--- config.mk ---
export PLATFORM = sky130hd
export DESIGN_NAME = strip_pattern_finder
export DESIGN_NICKNAME = d
export VERILOG_FILES = /design/src/rtl/spf_pkg.sv /design/src/rtl/spf_prep.sv /design/src/rtl/spf_env.sv /design/src/rtl/spf_select.sv /design/src/rtl/strip_pattern_finder.sv
export SDC_FILE = /design/constraint.sdc
export NUM_CORES = 2
export LEC_CHECK = 0
export BUFFER_PORTS_ARGS = -buffer_cell sky130_fd_sc_hd__buf_2
export CAP_MARGIN = 25
export CORE_MARGIN = 10
export CORE_UTILIZATION = 42
export CTS_CLUSTER_DIAMETER = 80
export CTS_CLUSTER_SIZE = 10
export DETAILED_ROUTE_END_ITERATION = 10
export PLACE_DENSITY = 0.69
export SETUP_SLACK_MARGIN = 0.02
export SYNTH_ARGS = -nofsm -noshare
export SYNTH_HDL_FRONTEND = slang
export SYNTH_SLANG_ARGS = --single-unit
export TNS_END_PERCENT = 10
--- constraint.sdc ---
create_clock -name clk_i -period 73 [get_ports clk_i]
set_clock_uncertainty 0.15 [all_clocks]
set_input_delay 10.95 -clock clk_i [delete_from_list [all_inputs] [get_ports clk_i]]
set_output_delay 10.95 -clock clk_i [all_outputs]
set_load 0.03 [all_outputs]
--- src/rtl/spf_pkg.sv ---
package spf_pkg;
  localparam int SEL_W = 2;
  localparam logic [SEL_W-1:0] SEL_NONE = 2'd0;
  localparam logic [SEL_W-1:0] SEL_CTR  = 2'd1;
  localparam logic [SEL_W-1:0] SEL_LO   = 2'd2;
  localparam logic [SEL_W-1:0] SEL_HI   = 2'd3;
endpackage

--- src/rtl/spf_prep.sv ---
module spf_prep #(
  parameter int NL = 6,
  parameter int NK = 32
) (
  input  logic [NL-1:0][NK-1:0] hits_i,
  input  logic                  distrip_i,
  output logic [NL-1:0][NK-1:0] hits_o
);
  for (genvar l = 0; l < NL; l++) begin : g_l
    for (genvar i = 0; i < NK; i++) begin : g_i
      if ((i ^ 1) < NK) begin : g_pair
        assign hits_o[l][i] = hits_i[l][i] | (distrip_i & hits_i[l][i ^ 1]);
      end else begin : g_single
        assign hits_o[l][i] = hits_i[l][i];
      end
    end
  end
endmodule

--- src/rtl/spf_env.sv ---
module spf_env
  import spf_pkg::*;
#(
  parameter int NL        = 6,
  parameter int NK        = 32,
  parameter int KEY_LAYER = 3,
  parameter int CW        = 3
) (
  input  logic [NL-1:0][NK-1:0]            hits_i,
  output logic [NK-1:0][NL-1:0][SEL_W-1:0] sel_o,
  output logic [NK-1:0][CW-1:0]            cnt_o
);
  for (genvar k = 0; k < NK; k++) begin : g_k
    for (genvar l = 0; l < NL; l++) begin : g_l
      if (l == KEY_LAYER) begin : g_key
        assign sel_o[k][l] = hits_i[l][k] ? SEL_CTR : SEL_NONE;
      end else begin : g_win
        logic lo, hi;
        if (k > 0) begin : g_lo
          assign lo = hits_i[l][k-1];
        end else begin : g_lo_edge
          assign lo = 1'b0;
        end
        if (k < NK-1) begin : g_hi
          assign hi = hits_i[l][k+1];
        end else begin : g_hi_edge
          assign hi = 1'b0;
        end
        // centre first, then lower neighbour, then upper
        assign sel_o[k][l] = hits_i[l][k] ? SEL_CTR :
                             lo           ? SEL_LO  :
                             hi           ? SEL_HI  : SEL_NONE;
      end
    end

    logic [CW-1:0] n;
    always_comb begin
      n = '0;
      for (int l = 0; l < NL; l++)
        if (sel_o[k][l] != SEL_NONE) n = n + 1'b1;
    end
    assign cnt_o[k] = n;
  end
endmodule

--- src/rtl/spf_select.sv ---
module spf_select
  import spf_pkg::*;
#(
  parameter int NL        = 6,
  parameter int NK        = 32,
  parameter int KEY_LAYER = 3,
  parameter int CW        = 3,
  parameter int KW        = 5,
  parameter int BW        = 4
) (
  input  logic [NK-1:0][NL-1:0][SEL_W-1:0] sel_i,
  input  logic [NK-1:0][CW-1:0]            cnt_i,
  input  logic [NK-1:0]                    qual_i,
  output logic                             valid_o,
  output logic [KW-1:0]                    key_o,
  output logic [CW-1:0]                    nhit_o,
  output logic [BW-1:0]                    bend_o
);
  localparam logic signed [BW-1:0] ONE = BW'(1);

  logic                      found;
  logic [KW-1:0]             best_key;
  logic [CW-1:0]             best_cnt;
  logic [NL-1:0][SEL_W-1:0]  win_sel;
  logic signed [BW-1:0]      acc;

  // strict '>' while scanning upward keeps the lower key on a tie
  always_comb begin
    found    = 1'b0;
    best_key = '0;
    best_cnt = '0;
    for (int k = 0; k < NK; k++) begin
      if (qual_i[k] && (!found || cnt_i[k] > best_cnt)) begin
        found    = 1'b1;
        best_key = KW'(k);
        best_cnt = cnt_i[k];
      end
    end
  end

  assign win_sel = sel_i[best_key];

  // bend lookup on the winner's selected hits only
  always_comb begin
    acc = '0;
    for (int l = 0; l < NL; l++) begin
      if (l < KEY_LAYER) begin
        if (win_sel[l] == SEL_LO) acc = acc + ONE;
        if (win_sel[l] == SEL_HI) acc = acc - ONE;
      end else if (l > KEY_LAYER) begin
        if (win_sel[l] == SEL_LO) acc = acc - ONE;
        if (win_sel[l] == SEL_HI) acc = acc + ONE;
      end
    end
  end

  assign valid_o = found;
  assign key_o   = found ? best_key : '0;
  assign nhit_o  = found ? best_cnt : '0;
  assign bend_o  = found ? acc      : '0;
endmodule

--- src/rtl/strip_pattern_finder.sv ---
module strip_pattern_finder
  import spf_pkg::*;
#(
  parameter int NL        = 6,
  parameter int NK        = 32,
  parameter int KEY_LAYER = 3,
  parameter int CW        = $clog2(NL + 1),
  parameter int KW        = $clog2(NK),
  parameter int BW        = $clog2(NL) + 1
) (
  input  logic                  clk_i,
  input  logic                  rst_ni,
  input  logic [NL-1:0][NK-1:0] hits_i,
  input  logic [NK-1:0]         key_en_i,
  input  logic [CW-1:0]         thresh_i,
  input  logic                  distrip_i,
  output logic                  valid_o,
  output logic [KW-1:0]         key_o,
  output logic [CW-1:0]         nhit_o,
  output logic [BW-1:0]         bend_o
);
  // stage 1: mode-adjusted hits and controls
  logic [NL-1:0][NK-1:0] prep_hits, s1_hits;
  logic [NK-1:0]         s1_en;
  logic [CW-1:0]         s1_thr;

  spf_prep #(.NL(NL), .NK(NK)) u_prep (
    .hits_i   (hits_i),
    .distrip_i(distrip_i),
    .hits_o   (prep_hits)
  );

  always_ff @(posedge clk_i or negedge rst_ni) begin
    if (!rst_ni) begin
      s1_hits <= '0;
      s1_en   <= '0;
      s1_thr  <= '0;
    end else begin
      s1_hits <= prep_hits;
      s1_en   <= key_en_i;
      s1_thr  <= (thresh_i == '0) ? CW'(1) : thresh_i;
    end
  end

  // stage 2: per-key envelope counts and qualification
  logic [NK-1:0][NL-1:0][SEL_W-1:0] env_sel, s2_sel;
  logic [NK-1:0][CW-1:0]            env_cnt, s2_cnt;
  logic [NK-1:0]                    env_qual, s2_qual;

  spf_env #(.NL(NL), .NK(NK), .KEY_LAYER(KEY_LAYER), .CW(CW)) u_env (
    .hits_i(s1_hits),
    .sel_o (env_sel),
    .cnt_o (env_cnt)
  );

  for (genvar k = 0; k < NK; k++) begin : g_qual
    assign env_qual[k] = s1_en[k] && (env_cnt[k] >= s1_thr);
  end

  always_ff @(posedge clk_i or negedge rst_ni) begin
    if (!rst_ni) begin
      s2_sel  <= '0;
      s2_cnt  <= '0;
      s2_qual <= '0;
    end else begin
      s2_sel  <= env_sel;
      s2_cnt  <= env_cnt;
      s2_qual <= env_qual;
    end
  end

  // stage 3: winner, bend lookup, output registers
  logic          win_valid;
  logic [KW-1:0] win_key;
  logic [CW-1:0] win_cnt;
  logic [BW-1:0] win_bend;

  spf_select #(
    .NL(NL), .NK(NK), .KEY_LAYER(KEY_LAYER), .CW(CW), .KW(KW), .BW(BW)
  ) u_sel (
    .sel_i  (s2_sel),
    .cnt_i  (s2_cnt),
    .qual_i (s2_qual),
    .valid_o(win_valid),
    .key_o  (win_key),
    .nhit_o (win_cnt),
    .bend_o (win_bend)
  );

  always_ff @(posedge clk_i or negedge rst_ni) begin
    if (!rst_ni) begin
      valid_o <= 1'b0;
      key_o   <= '0;
      nhit_o  <= '0;
      bend_o  <= '0;
    end else begin
      valid_o <= win_valid;
      key_o   <= win_key;
      nhit_o  <= win_cnt;
      bend_o  <= win_bend;
    end
  end
endmodule

==> flow_summary.toml <==
[cts]
cts_tree = "yes"
h-tree-depth = 3
clock_latency_ns = 0.65
cts_buffer_depth = 3
cts.repair.resized = 0
postCtsSetupBuffers = 0
root_buffer = "clkbuf_16"
cts_buffers = 80
clkTransAtPathRegs_ns = 0.06
cts.sinks = 688
postCtsHoldBufs = 0

[global_route]
grt_antenna_before_repair = 3
grt_overflow = 0
grt_pass1_vias = 29900
track_usage_pct = 22.5
grt_pass1_wl_um = 180000
grt_start_max_net_pins = 184

[placed_design]
gp_congestion = 0.932
portBuffers = 242
dpl.hpwl_um = 91000
dpl_worst_slack_ns = 20.24

[route]
via_per_inst = 5.60
drtIter0Drc = 2431
wire_per_inst_um = 22.3
dr.pass1.iters = 6
route.detailed.drc = 0
routed_wl_um = 118000
dr_total_vias = 29700
postRouteAntennaNets = 0

[critical_path]
crit_arrival_ns = 54.08
critPathMaxStageDelay_ns = 0.71
required_ns = 73.34
cp_slowest_cell = "nand4_2"
path_max_fanout = 18
cpMostUsedCell = "a21oi_1"
crit_type = "reg -> reg"
cp-start-kind = "register"
cp-end-kind = "register"

[logic_synthesis]
synth_area_per_cell_um2 = 10.1
ys_ff_latch = 688
async_reset_ff_share_pct = 100
ys_seq_area_share_pct = 44.5
yosysWarningCount = 0
netlist_area_um2 = 38700
synth_cells = 3839
synth_edf_count = 0
ys_types = 120
synth_flop_cell = "dfrtp_1"
synthesis.nets = 4401

[floorplan]
core.rowCount = 111
core-area_um2 = 91500
start_util_pct = 42.3
die_area_um2 = 105000
io-pin-count = 243
die_h_um = 324
chipWidth_um = 324

[sta]
worstMarginPinSlew_ns = 0.980
tns_ns = 0
fin_ws_ns = 19.26
period_minus_slack_ns = 53.74
worst_slew_margin_rel_pct = 34.3
setup_violations = 0
fin_crit_sh_pct = 73.6
rsz0062_at_grt = "false"
fmax_mhz = 18.6
finalMaxSlewViolations = 0
finalHoldViolations = 0

[cells_and_area]
drive_gt1_share_pct = 13.8
num_antenna_cells = 0
num-nets-final = 4668
nFillCells = 8422
area_growth_pct = 12.1

[job]
maxCapViolations = 0

[hold_path]
min_path_type = "reg -> reg"

[outcome]
status = "completed"
[cell families (layout without fill, tap and decap cells)]
logic type | Yosys count | after routing | synth area share [%]
adder cells (fa/ha/maj) | 334 | 334 | 10.8
AND/OR/NAND/NOR | 959 | 959 | 12.2
XOR/XNOR | 234 | 234 | 5.39
buffers and inverters | 442 | 717 | 4.58
AO/OA/AOI/OAI | 1000 | 1000 | 17.2
multiplexers | 182 | 182 | 5.37
flip-flops | 688 | 688 | 44.5
[sequential cells by signal (all words and copies together), names as in the netlist]
| name | cells |
|---|---|
| valid_o | 1 |
| s2_qual | 32 |
| s2_sel | 320 |
| key_o | 5 |
| s1_en | 32 |
| nhit_o | 3 |
| s2_cnt | 96 |
| s1_thr | 3 |
| s1_hits | 192 |
| bend_o | 4 |
[layer usage]
| layer | vias to the layer above | track usage, % | share of wire (%) |
|---|---|---|---|
| met2 | 927 | 38.7 | 49 |
| met3 | 202 | 2.74 | 5.3 |
| met1 | 14600 | 28.6 | 42 |
| met4 | 0 | 8.54 | 4.1 |
| met5 | - | 0 | 0 |
| li1 | 13900 | - | - |
[cells in the mapped netlist, drive strengths merged, types with 6 or more instances]
library cell	number	area share [%]
a211o	10	0.23
nor3	79	1.0
xor2	131	3.0
and3	28	0.45
o21a	14	0.29
and4	6	0.14
mux2	115	3.3
clkbuf	42	0.41
or3	11	0.19
nand2	292	2.8
mux2i	58	1.5
a21oi	287	3.7
nor2b	48	0.78
buf	40	0.69
a22oi	11	0.25
o21bai	8	0.16
and2	25	0.42
nand2b	71	1.2
o211a	15	0.41
nor2	163	1.6
o21ai	206	2.7
or2	16	0.26
a211oi	41	0.85
nor4	10	0.25
a311oi	15	0.34
o211ai	30	0.66
o22ai	11	0.18
a32oi	7	0.27
mux4	9	0.52
a31o	9	0.20
a31oi	25	0.44
xnor2	101	2.3
inv	360	3.5
a21o	253	4.9
ha	332	11
dfrtp	688	44
nand3	176	2.3
nand4	10	0.18
[critical path: cells and delay by family (launching register included)]
kind,cells,cell delay [ns]
AOI/OAI and AO/OA,134,26.15
and+or+nand+nor,71,12.88
adders and majority gates,37,10.31
muxes,9,2.56
DFF,1,0.58
buffers and inverters,6,0.47
xor gates and xnor gates,1,0.45
[cell type report]
type,instances,area (um^2),share of cell area (%)
Multi-Input combinational cell,2709,19700,45.5
Sequential cell,688,17200,39.7
Clock buffer,83,2040,4.71
Tap cell,1186,1480,3.42
Timing Repair Buffer,267,1450,3.34
Inverter,360,1350,3.12
Clock inverter,7,124,0.285
[metrics by stage]
| stage | hold WS [ns] | instances | instance area (um^2) | utilization, % |
|---|---|---|---|---|
| after CTS | 0.283 | 5299 | 43400 | 47.4 |
| final | 0.281 | 5300 | 43400 | 47.4 |
| after detailed placement | 0.285 | 5209 | 41200 | 45.0 |
| after global routing | 0.303 | 5300 | 43400 | 47.4 |
| after floorplan | 0.257 | 3839 | 38700 | - |
| after global placement | 0.280 | 5209 | 41200 | 45.0 |
[placed cells by master, fill, tap and decap left out, types with 115 or more instances in the layout]
master	count
ha_1	332
o21ai_0	194
inv_1	356
nand2_1	292
a21oi_1	285
dfrtp_1	688
xor2_1	130
buf_2	240
a21o_1	252
nor2_1	160
nand3_1	172
mux2_2	115
[final timing paths]
| path | startpoint | end | slack (ns) | cells past startpoint |
|---|---|---|---|---|
| max in group asynchronous | rst_ni | s1_en[1] | 59.49 | 4 |
| max reg2reg | s2_qual[0] | bend_o[3] | 19.26 | 258 |
| min reg2reg | s1_hits[187] | s2_sel[335] | 0.28 | 1 |
| min | s1_hits[187] | s2_sel[335] | 0.28 | 1 |
| max | s2_qual[0] | bend_o[3] | 19.26 | 258 |
| min in group asynchronous | rst_ni | s1_hits[183] | 10.16 | 1 |
Power is not shown: default switching activity piles up to over one toggle a cycle in this logic, so the estimate is an artifact.
